[src/rtl/fault_policy_pkg.sv]
package fault_policy_pkg;

  localparam int NUM_CLASSES = 5;
  localparam int CODE_W      = 3;

  typedef logic [CODE_W-1:0] faultCode_t;

  // Class codes; index in priority vector = code - 1 (lower index wins)
  localparam faultCode_t CODE_NONE  = 3'd0;
  localparam faultCode_t CODE_FOF   = 3'd1;
  localparam faultCode_t CODE_BUS   = 3'd2;
  localparam faultCode_t CODE_ADDR  = 3'd3;
  localparam faultCode_t CODE_RTE   = 3'd4;
  localparam faultCode_t CODE_INSTR = 3'd5;

  typedef struct packed {
    logic       fireRst;
    logic       fireExc;
    logic       fireHalt;
    faultCode_t code;
  } actStrobes_t;

  function automatic faultCode_t codeOfIndex(input int unsigned idx);
    return faultCode_t'(idx + 1);
  endfunction

endpackage

[src/rtl/fault_prio_pick.sv]
module fault_prio_pick #(
  parameter int N = 5
) (
  input  logic                 clk,
  input  logic                 rstN,
  input  logic [N-1:0]         req,
  output logic [N-1:0]         grant,
  output logic [$clog2(N)-1:0] grantIdx,
  output logic                 anyReq
);

  localparam int IW = $clog2(N);

  // Lower index has higher priority
  logic [N-1:0] blocked;

  assign blocked[0] = 1'b0;
  generate
    for (genvar g = 1; g < N; g++) begin : g_block
      assign blocked[g] = blocked[g-1] | req[g-1];
    end
  endgenerate

  assign grant  = req & ~blocked;
  assign anyReq = |req;

  always_comb begin
    grantIdx = '0;
    for (int i = N - 1; i >= 0; i--) begin
      if (req[i]) grantIdx = IW'(i);
    end
  end

  // at most one class granted, and a request always yields a grant
  p_single_grant_r5: assert property (@(posedge clk) disable iff (!rstN)
    $onehot0(grant) && (anyReq == (grant != '0)));

endmodule

[src/rtl/fault_policy_ctrl.sv]
module fault_policy_ctrl
  import fault_policy_pkg::*;
(
  input  logic        clk,
  input  logic        rstN,
  input  logic        addrRstDis,
  input  logic        instrRstDis,
  input  logic [NUM_CLASSES-1:0] faultVec,
  input  logic        rstActive,
  input  logic        halted,
  output actStrobes_t act
);

  localparam int IW = $clog2(NUM_CLASSES);

  logic [NUM_CLASSES-1:0] grant;
  logic [IW-1:0]          grantIdx;
  logic                   anyFault;
  faultCode_t             winCode;
  logic                   winDisable;
  logic                   accept;

  fault_prio_pick #(.N(NUM_CLASSES)) u_pick (
    .clk      (clk),
    .rstN     (rstN),
    .req      (faultVec),
    .grant    (grant),
    .grantIdx (grantIdx),
    .anyReq   (anyFault)
  );

  assign winCode    = codeOfIndex(int'(grantIdx));
  assign winDisable = (winCode == CODE_INSTR) ? instrRstDis : addrRstDis;
  // Faults are dropped while a reset pulse runs or the processor is halted
  assign accept     = anyFault && !rstActive && !halted;

  always_comb begin
    act          = '0;
    act.code     = winCode;
    if (accept) begin
      if (!winDisable)               act.fireRst  = 1'b1;
      else if (winCode == CODE_FOF)  act.fireHalt = 1'b1;
      else                           act.fireExc  = 1'b1;
    end
  end

  // exactly one response per accepted fault
  p_one_action_r1: assert property (@(posedge clk) disable iff (!rstN)
    $onehot0({act.fireRst, act.fireExc, act.fireHalt}));

  // a fault-on-fault never becomes an exception
  p_fof_no_exc_r3: assert property (@(posedge clk) disable iff (!rstN)
    faultVec[0] |-> !act.fireExc);

endmodule

[src/rtl/fault_policy_dp.sv]
module fault_policy_dp
  import fault_policy_pkg::*;
#(
  parameter int RST_CYCLES = 16
) (
  input  logic        clk,
  input  logic        porRstN,
  input  logic        sysRstN,
  input  logic        cfgWe,
  input  logic [1:0]  cfgWd,
  input  actStrobes_t act,
  output logic        addrRstDis,
  output logic        instrRstDis,
  output logic        rstActive,
  output logic        halted,
  output logic        excReq,
  output faultCode_t  excCode,
  output faultCode_t  cause
);

  localparam int CW = $clog2(RST_CYCLES + 1);
  localparam logic [CW-1:0] PULSE_LOAD = CW'(RST_CYCLES);

  logic          anyRstN;
  logic [CW-1:0] pulseCnt;

  assign anyRstN = porRstN & sysRstN;

  // Policy register: cleared by either reset
  always_ff @(posedge clk or negedge anyRstN) begin
    if (!anyRstN) begin
      addrRstDis  <= 1'b0;
      instrRstDis <= 1'b0;
    end else if (cfgWe) begin
      addrRstDis  <= cfgWd[0];
      instrRstDis <= cfgWd[1];
    end
  end

  // Pulse timer and sticky cause: power-on reset only
  always_ff @(posedge clk or negedge porRstN) begin
    if (!porRstN) begin
      pulseCnt <= '0;
      cause    <= CODE_NONE;
    end else if (act.fireRst) begin
      pulseCnt <= PULSE_LOAD;
      cause    <= act.code;
    end else if (pulseCnt != '0) begin
      pulseCnt <= pulseCnt - 1'b1;
    end
  end

  assign rstActive = (pulseCnt != '0);

  // Exception and halt outputs: cleared by either reset
  always_ff @(posedge clk or negedge anyRstN) begin
    if (!anyRstN) begin
      excReq  <= 1'b0;
      excCode <= CODE_NONE;
      halted  <= 1'b0;
    end else begin
      excReq <= act.fireExc;
      if (act.fireExc)  excCode <= act.code;
      if (act.fireHalt) halted  <= 1'b1;
    end
  end

  // halt holds until a reset
  p_halt_sticky_r8: assert property (@(posedge clk) disable iff (!anyRstN)
    halted |=> halted);

  // cause changes only together with the start of a reset pulse
  p_cause_on_rst_r7: assert property (@(posedge clk) disable iff (!porRstN)
    (cause != $past(cause)) |-> (pulseCnt == PULSE_LOAD));

  // exception and reset request never coexist
  p_exc_vs_rst_r2: assert property (@(posedge clk) disable iff (!anyRstN)
    !(excReq && rstActive));

  // exception code always names a class that can be downgraded
  p_exc_code_r2: assert property (@(posedge clk) disable iff (!anyRstN)
    excReq |-> (excCode != CODE_NONE && excCode != CODE_FOF));

  // halted processor gets no exception
  p_halt_no_exc_r3: assert property (@(posedge clk) disable iff (!anyRstN)
    halted |-> !excReq);

endmodule

[src/rtl/fault_policy_unit.sv]
module fault_policy_unit
  import fault_policy_pkg::*;
#(
  parameter int RST_CYCLES = 16
) (
  input  logic       clk,
  input  logic       porRstN,
  input  logic       sysRstN,
  input  logic       cfgWe,
  input  logic [1:0] cfgWd,
  input  logic       addrErr,
  input  logic       busErr,
  input  logic       rteFmtErr,
  input  logic       faultOnFault,
  input  logic       instrFault,
  output logic       rstReq,
  output logic       excReq,
  output logic [2:0] excCode,
  output logic       haltReq,
  output logic [2:0] cause
);

  logic [NUM_CLASSES-1:0] faultVec;
  actStrobes_t act;
  logic addrRstDis, instrRstDis, rstActive, halted;

  // Priority order: index 0 highest
  assign faultVec = {instrFault, rteFmtErr, addrErr, busErr, faultOnFault};

  fault_policy_ctrl u_ctrl (
    .clk         (clk),
    .rstN        (porRstN),
    .addrRstDis  (addrRstDis),
    .instrRstDis (instrRstDis),
    .faultVec    (faultVec),
    .rstActive   (rstActive),
    .halted      (halted),
    .act         (act)
  );

  fault_policy_dp #(.RST_CYCLES(RST_CYCLES)) u_dp (
    .clk         (clk),
    .porRstN     (porRstN),
    .sysRstN     (sysRstN),
    .cfgWe       (cfgWe),
    .cfgWd       (cfgWd),
    .act         (act),
    .addrRstDis  (addrRstDis),
    .instrRstDis (instrRstDis),
    .rstActive   (rstActive),
    .halted      (halted),
    .excReq      (excReq),
    .excCode     (excCode),
    .cause       (cause)
  );

  assign rstReq  = rstActive;
  assign haltReq = halted;

endmodule

[config.mk]
export PLATFORM = sky130hd
export DESIGN_NAME = fault_policy_unit
export DESIGN_NICKNAME = d
export VERILOG_FILES = /design/src/rtl/fault_policy_pkg.sv /design/src/rtl/fault_prio_pick.sv /design/src/rtl/fault_policy_ctrl.sv /design/src/rtl/fault_policy_dp.sv /design/src/rtl/fault_policy_unit.sv
export SDC_FILE = /design/constraint.sdc
export NUM_CORES = 1
export LEC_CHECK = 0
export ABC_AREA = 1
export ABC_CLOCK_PERIOD_IN_PS = 1350
export BUFFER_PORTS_ARGS = -buffer_cell sky130_fd_sc_hd__buf_2
export CORE_UTILIZATION = 46
export DETAILED_ROUTE_END_ITERATION = 7
export HOLD_SLACK_MARGIN = 0.15
export PLACE_DENSITY_LB_ADDON = 0.08
export SLEW_MARGIN = 25
export SYNTH_ARGS = -nofsm -noshare
export SYNTH_HDL_FRONTEND = slang
export SYNTH_SLANG_ARGS = --single-unit
[constraint.sdc]
create_clock -name clk -period 1.35 [get_ports clk]
set_input_delay 0.135 -clock clk [delete_from_list [all_inputs] [get_ports clk]]
set_output_delay 0.135 -clock clk [all_outputs]
set_load 0.005 [all_outputs]
# Yosys cells after proc, flatten, opt, wreduce, memory -nomap -nowiden
# Cells that the tools add are included.
op_classes:
  addsub: 2
  n_eq_ne: 2
  mux: 13
  bitwise_logic: 1
  n_reduce_logical: 7
ops:
  columns: ["cell", "n"]
  rows:
  - ["2-to-1 mux 3 bit", 6]
  - ["2-to-1 mux 5 bit", 2]
  - ["nonzero test 5 bit", 1]
  - ["OR reduction 5 bit", 1]
  - ["subtractor 5 x 1 -> 5 bit, second input constant", 1]
  - ["2-to-1 mux 1 bit", 4]
  - ["adder 3 x 1 -> 3 bit, second input constant", 1]
  - ["equality test 3 x 1 -> 1 bit, second input constant", 1]
  - ["equality test 3 bit, second input constant", 1]
  - ["logical AND 1 bit", 2]
  - ["logical NOT 1 bit", 2]
  - ["2-to-1 mux 2 bit", 1]
  - ["nonzero test 2 bit", 1]
  - ["bitwise AND 1 bit", 1]
word_totals:
  regBits: 15
  inputBits: 11
  out_inout_bits: 9

# Logic depth before layout (Yosys ltp)
logic_depth:
  ltp_word: 11
  mapped_depth: 14

# Cells and area by module
# From an unflattened synthesis, not the netlist that was laid out.
unflattened:
  cells_unflattened: 106
  hier_area_um2: 847.1
by_module_without_submodules:
  columns: ["mod", "instances", "cells_per_inst", "area_per_inst_um2"]
  rows:
  - ["fault_policy_dp", 1, 60, 621.8]
  - ["fault_policy_ctrl", 1, 28, 146.4]
  - ["fault_prio_pick", 1, 18, 78.8]

# Least setup slack after synthesis
# OpenSTA, ideal clock, no wires.
synth_path:
  kind: "register -> register"
  startpoint: "reg u_dp.pulseCnt[0]"
  endpoint: "reg u_dp.excCode[0]"
  t_arrival_ns: 1.345
  t_required_ns: 1.233
  path_slack_ns: -0.112
  path_stages_with_launch: 12
  path_buffers: 0
  synth_period_minus_slack_ns: 1.462
  cell_sequence: "dfrtp_1 > inv_1 > ha_1 > nand2_1 > nor2_4 > o21ai_2 > nor2_4 > nand2_2 > clkinv_2 > nand2_4 > nand2_1 > nand2_1"
synth_via:
  elab_chain_cells: 5
synth_rtl:
  columns: ["element", "line", "text"]
  rows:
  - ["from (decl)", "fault_policy_dp.sv:25", "logic [CW-1:0] pulseCnt;"]
  - ["from (signal assigned)", "fault_policy_dp.sv:49", "pulseCnt <= pulseCnt - 1'b1;"]
  - ["nonzero test 5 bit", "fault_policy_dp.sv:53", "assign rstActive = (pulseCnt != '0);"]
  - ["logical NOT 1 bit", "fault_policy_ctrl.sv:35", "assign accept = anyFault && !rstActive && !halted;"]
  - ["logical AND 1 bit (2 in series)", "fault_policy_ctrl.sv:35", null]
  - ["2-to-1 mux 3 bit", "fault_policy_ctrl.sv:40", "if (accept) begin"]
  - ["to (signal assigned)", "fault_policy_dp.sv:63", "if (act.fireExc) excCode <= act.code;"]
  - ["to (decl)", "fault_policy_dp.sv:17", "output faultCode_t excCode,"]
# No other way between the ends.
# A chain may end at the register's enable or synchronous reset.

# Worst setup path in the final report
layout_path:
  startpoint: "reg u_dp.pulseCnt[0]"
  endpoint: "out rstReq"
layout_via:
  elab_chain_cells: 1
layout_rtl:
  columns: ["element", "line", "text"]
  rows:
  - ["nonzero test 5 bit", "fault_policy_dp.sv:53", null]
  - ["to (decl)", "fault_policy_unit.sv:16", "output logic rstReq,"]
# No other way between the ends.

==> impl_metrics.env <==
export IMPL_antenna_cells=0
export IMPL_p_leak_uw=0.000698
export IMPL_cts_buffers=3
export IMPL_peakVddDrop_mv=0.652
export IMPL_finalCritPeriodShare=1.11
export IMPL_fin_nets=158
export IMPL_p_per_area_nw_per_um2=674
export IMPL_synth_distinct_cells=21
export IMPL_drc=0
export IMPL_synth_warnings=0
export IMPL_internal_power_uw=627
export IMPL_slew_violations=0
export IMPL_io_buffers=19
export IMPL_cp_num_buf_inv=4
export IMPL_cts_tree="yes"
export IMPL_clock_path_buffers=2
export IMPL_max_stage_delay_ps=400
export IMPL_final_common_cell="buf_4"
export IMPL_antenna_found_initial=0
export IMPL_overflow=0
export IMPL_synth_seq_cells=15
export IMPL_dp_hpwl_um=1320
export IMPL_coreArea_um2=1590
export IMPL_required_ps=1220
export IMPL_drt_pass1_iterations=4
export IMPL_skew_ps=2.38
export IMPL_crit_slowest_cell="dfrtp_1"
export IMPL_pre_cts_slack_ps=-247
export IMPL_path_cells="inv_2 > ha_4 > nand2_4 > nor2_4 > buf_6 > inv_4 > buf_6"
export IMPL_cp_arrival_ps=1370
export IMPL_track_usage=0.228
export IMPL_synth_top_area_cell="dfrtp_1"
export IMPL_wirelength_um=1890
export IMPL_dr_total_vias=774
export IMPL_synth_area_top_cells="dfrtp_1 46%, nand2_1 11%, inv_1 6.8%"
export IMPL_drt_iter0_markers=10
export IMPL_clk_pin_slew_ps=90
export IMPL_rows=14
export IMPL_drv_cap=0
export IMPL_ys_seq_area_frac=0.456
export IMPL_clk_latency_ps=290
export IMPL_synth_top_area_share=0.456
export IMPL_grt_max_degree=10
export IMPL_ant_nets=0
export IMPL_maxSlewHeadroom=0.790
export IMPL_fp_dieW_um=44.3
export IMPL_p_seq_frac=0.546
export IMPL_ios=20
export IMPL_power_frac_clock=0.307
export IMPL_via_per_inst=4.63
export IMPL_outcome="finished, violations left"
export IMPL_gp_congestion=0.765
export IMPL_synth_cells=94
export IMPL_fillerInstances=116
export IMPL_syn2layout_area_growth_pct=52.3
export IMPL_fin_crit_ps=1500
export IMPL_violations="setup timing"
export IMPL_max_slew_worst_pin_slew_ps=315
export IMPL_die_height_um=44.3
export IMPL_sw_frac_of_total=0.258
export IMPL_hold_violations=0
export IMPL_synth_nets=108
export IMPL_setup_viol=10
export IMPL_p_switching_uw=218
export IMPL_start_util=0.516
export IMPL_synthesis_area_um2=823
export IMPL_post_drt_wl_per_cell_um=11.3
export IMPL_timing_final_ws_setup_ps=-153
export IMPL_grt_first_pass_wirelength_um=3210
export IMPL_htree_levels=1
export IMPL_final_area_um2=1250
export IMPL_clock_sink_count=15
export IMPL_p_comb_frac=0.147
export IMPL_dieArea_um2=1960
export IMPL_finalPower_uw=845
export IMPL_cp_common_cell="buf_6"
export IMPL_crit_type="flip-flop to primary output"
export IMPL_rsz0062_at_grt="true"
export IMPL_drive_gt1_frac=0.531
export IMPL_cp_max_fo=2
export IMPL_cts_root_buf="clkbuf_4"
export IMPL_dpl_cell_area_um2=1060
export IMPL_critical_path_top_delay_family="flip-flops"
export IMPL_holdCritPathClass="input pin to async pin"
export IMPL_final_cell_mix="20 x buf_4, 19 x nand2_1, 18 x buf_2"
export IMPL_grt_pass1_vias=778
export IMPL_avgSynthCellArea_um2=8.76
export IMPL_max_freq_ghz=0.665
export IMPL_cp_end_kind="primary output"
export IMPL_start_kind="flip-flop"
==> routing by layer <==
layer | GRT usage | share of wire | up-vias | routed length, µm
li1 | - | - | 399 | -
met1 | 0.268 | 0.44 | 349 | 831
met2 | 0.409 | 0.51 | 24 | 963
met3 | 0.0735 | 0.043 | 2 | 81
met4 | 0.0364 | 0.0058 | 0 | 11
met5 | 0 | 0 | - | 0
==> what timing repair did <==
action	CTS	global route
endpoints found under the hold margin	17	0
pin swaps	5	5
setup endpoints to repair	9	13
gates resized for setup	8	9
buffers inserted	4	5
hold buffers	5	0
==> power groups by stage <==
stage	logic [µW]	clock network, µW	registers [µW]
after CTS	112	257	461
after global routing	138	285	462
final	125	259	461
after global placement	96.2	0	470
after detailed placement	99.9	0	470
after floorplan	55.5	0	469
==> final timing paths <==
kind | slack [ps] | from | end | cells past startpoint
worst max-delay path | -150 | u_dp.pulseCnt[0]$_DFFE_PN0P_ | rstReq | 7
worst min register to register | 490 | u_dp.excCode[0]$_DFFE_PN0P_ | u_dp.excCode[0]$_DFFE_PN0P_ | 2
worst max register to register | -130 | u_dp.pulseCnt[0]$_DFFE_PN0P_ | u_dp.excCode[1]$_DFFE_PN0P_ | 11
worst min-delay path | 210 | porRstN | u_dp.pulseCnt[2]$_DFFE_PN0P_ | 2
max in group asynchronous | 610 | porRstN | u_dp.halted$_DFFE_PN0P_ | 4
min in group clk | 350 | instrFault | u_dp.halted$_DFFE_PN0P_ | 5
==> worst register-to-register path, delay by kind of cell (launching register included) <==
kind | cells | cell delay, ps
compound gates | 1 | 90
fa+ha+maj | 1 | 150
buf+inv | 2 | 160
flops | 1 | 400
simple gates | 7 | 590
==> per-stage QoR <==
step	hold slack, ps	setup TNS (ps)	std cells	util
floorplan	-161	-410	94	-
global placement	-11.3	-1810	149	0.666
detailed placement	-6.63	-2320	149	0.666
CTS	218	-624	162	0.753
global route	227	-1770	167	0.786
finish	208	-879	167	0.786
==> state kept, by name (all words and copies together) (netlist names) <==
signal / flops
u_dp.instrRstDis: 1
u_dp.addrRstDis: 1
u_dp.excCode: 3
u_dp.excReq: 1
u_dp.cause: 3
u_dp.halted: 1
u_dp.pulseCnt: 5
==> final cells by class <==
type	instances	area [µm²]	area share
sequential	15	375	0.299
inverter	16	67.6	0.0539
clock buffer	3	22.5	0.0180
timing repair buffer	45	313	0.250
tap	24	30.0	0.0240
multi-input combinational	63	440	0.351
clock inverter	1	5.00	0.00399
==> logic make-up (layout without fill, tap and decap cells) <==
| kind of cell | count (synthesis) | count (layout) | synth area share |
|---|---|---|---|
| compound gates | 5 | 5 | 0.0349 |
| fa+ha+maj | 3 | 3 | 0.0456 |
| buf+inv | 16 | 65 | 0.0745 |
| flops | 15 | 15 | 0.456 |
| mux | 2 | 2 | 0.0274 |
| simple gates | 53 | 53 | 0.362 |
==> Yosys cell counts <==
cell type	count
nand3_1	7
nand2_2	3
nand3_2	1
nor2_1	2
nand2_1	24
nand3_4	1
o21ai_0	3
nor3_1	2
inv_1	15
ha_1	3
a21oi_1	1
nand4_1	4
nand2_4	3
nor2_2	2
nand3b_1	1
and3_2	1
o21ai_2	1
clkinv_2	1
mux2_2	2
nor2_4	2
dfrtp_1	15
(Power assumes the default switching activity.)
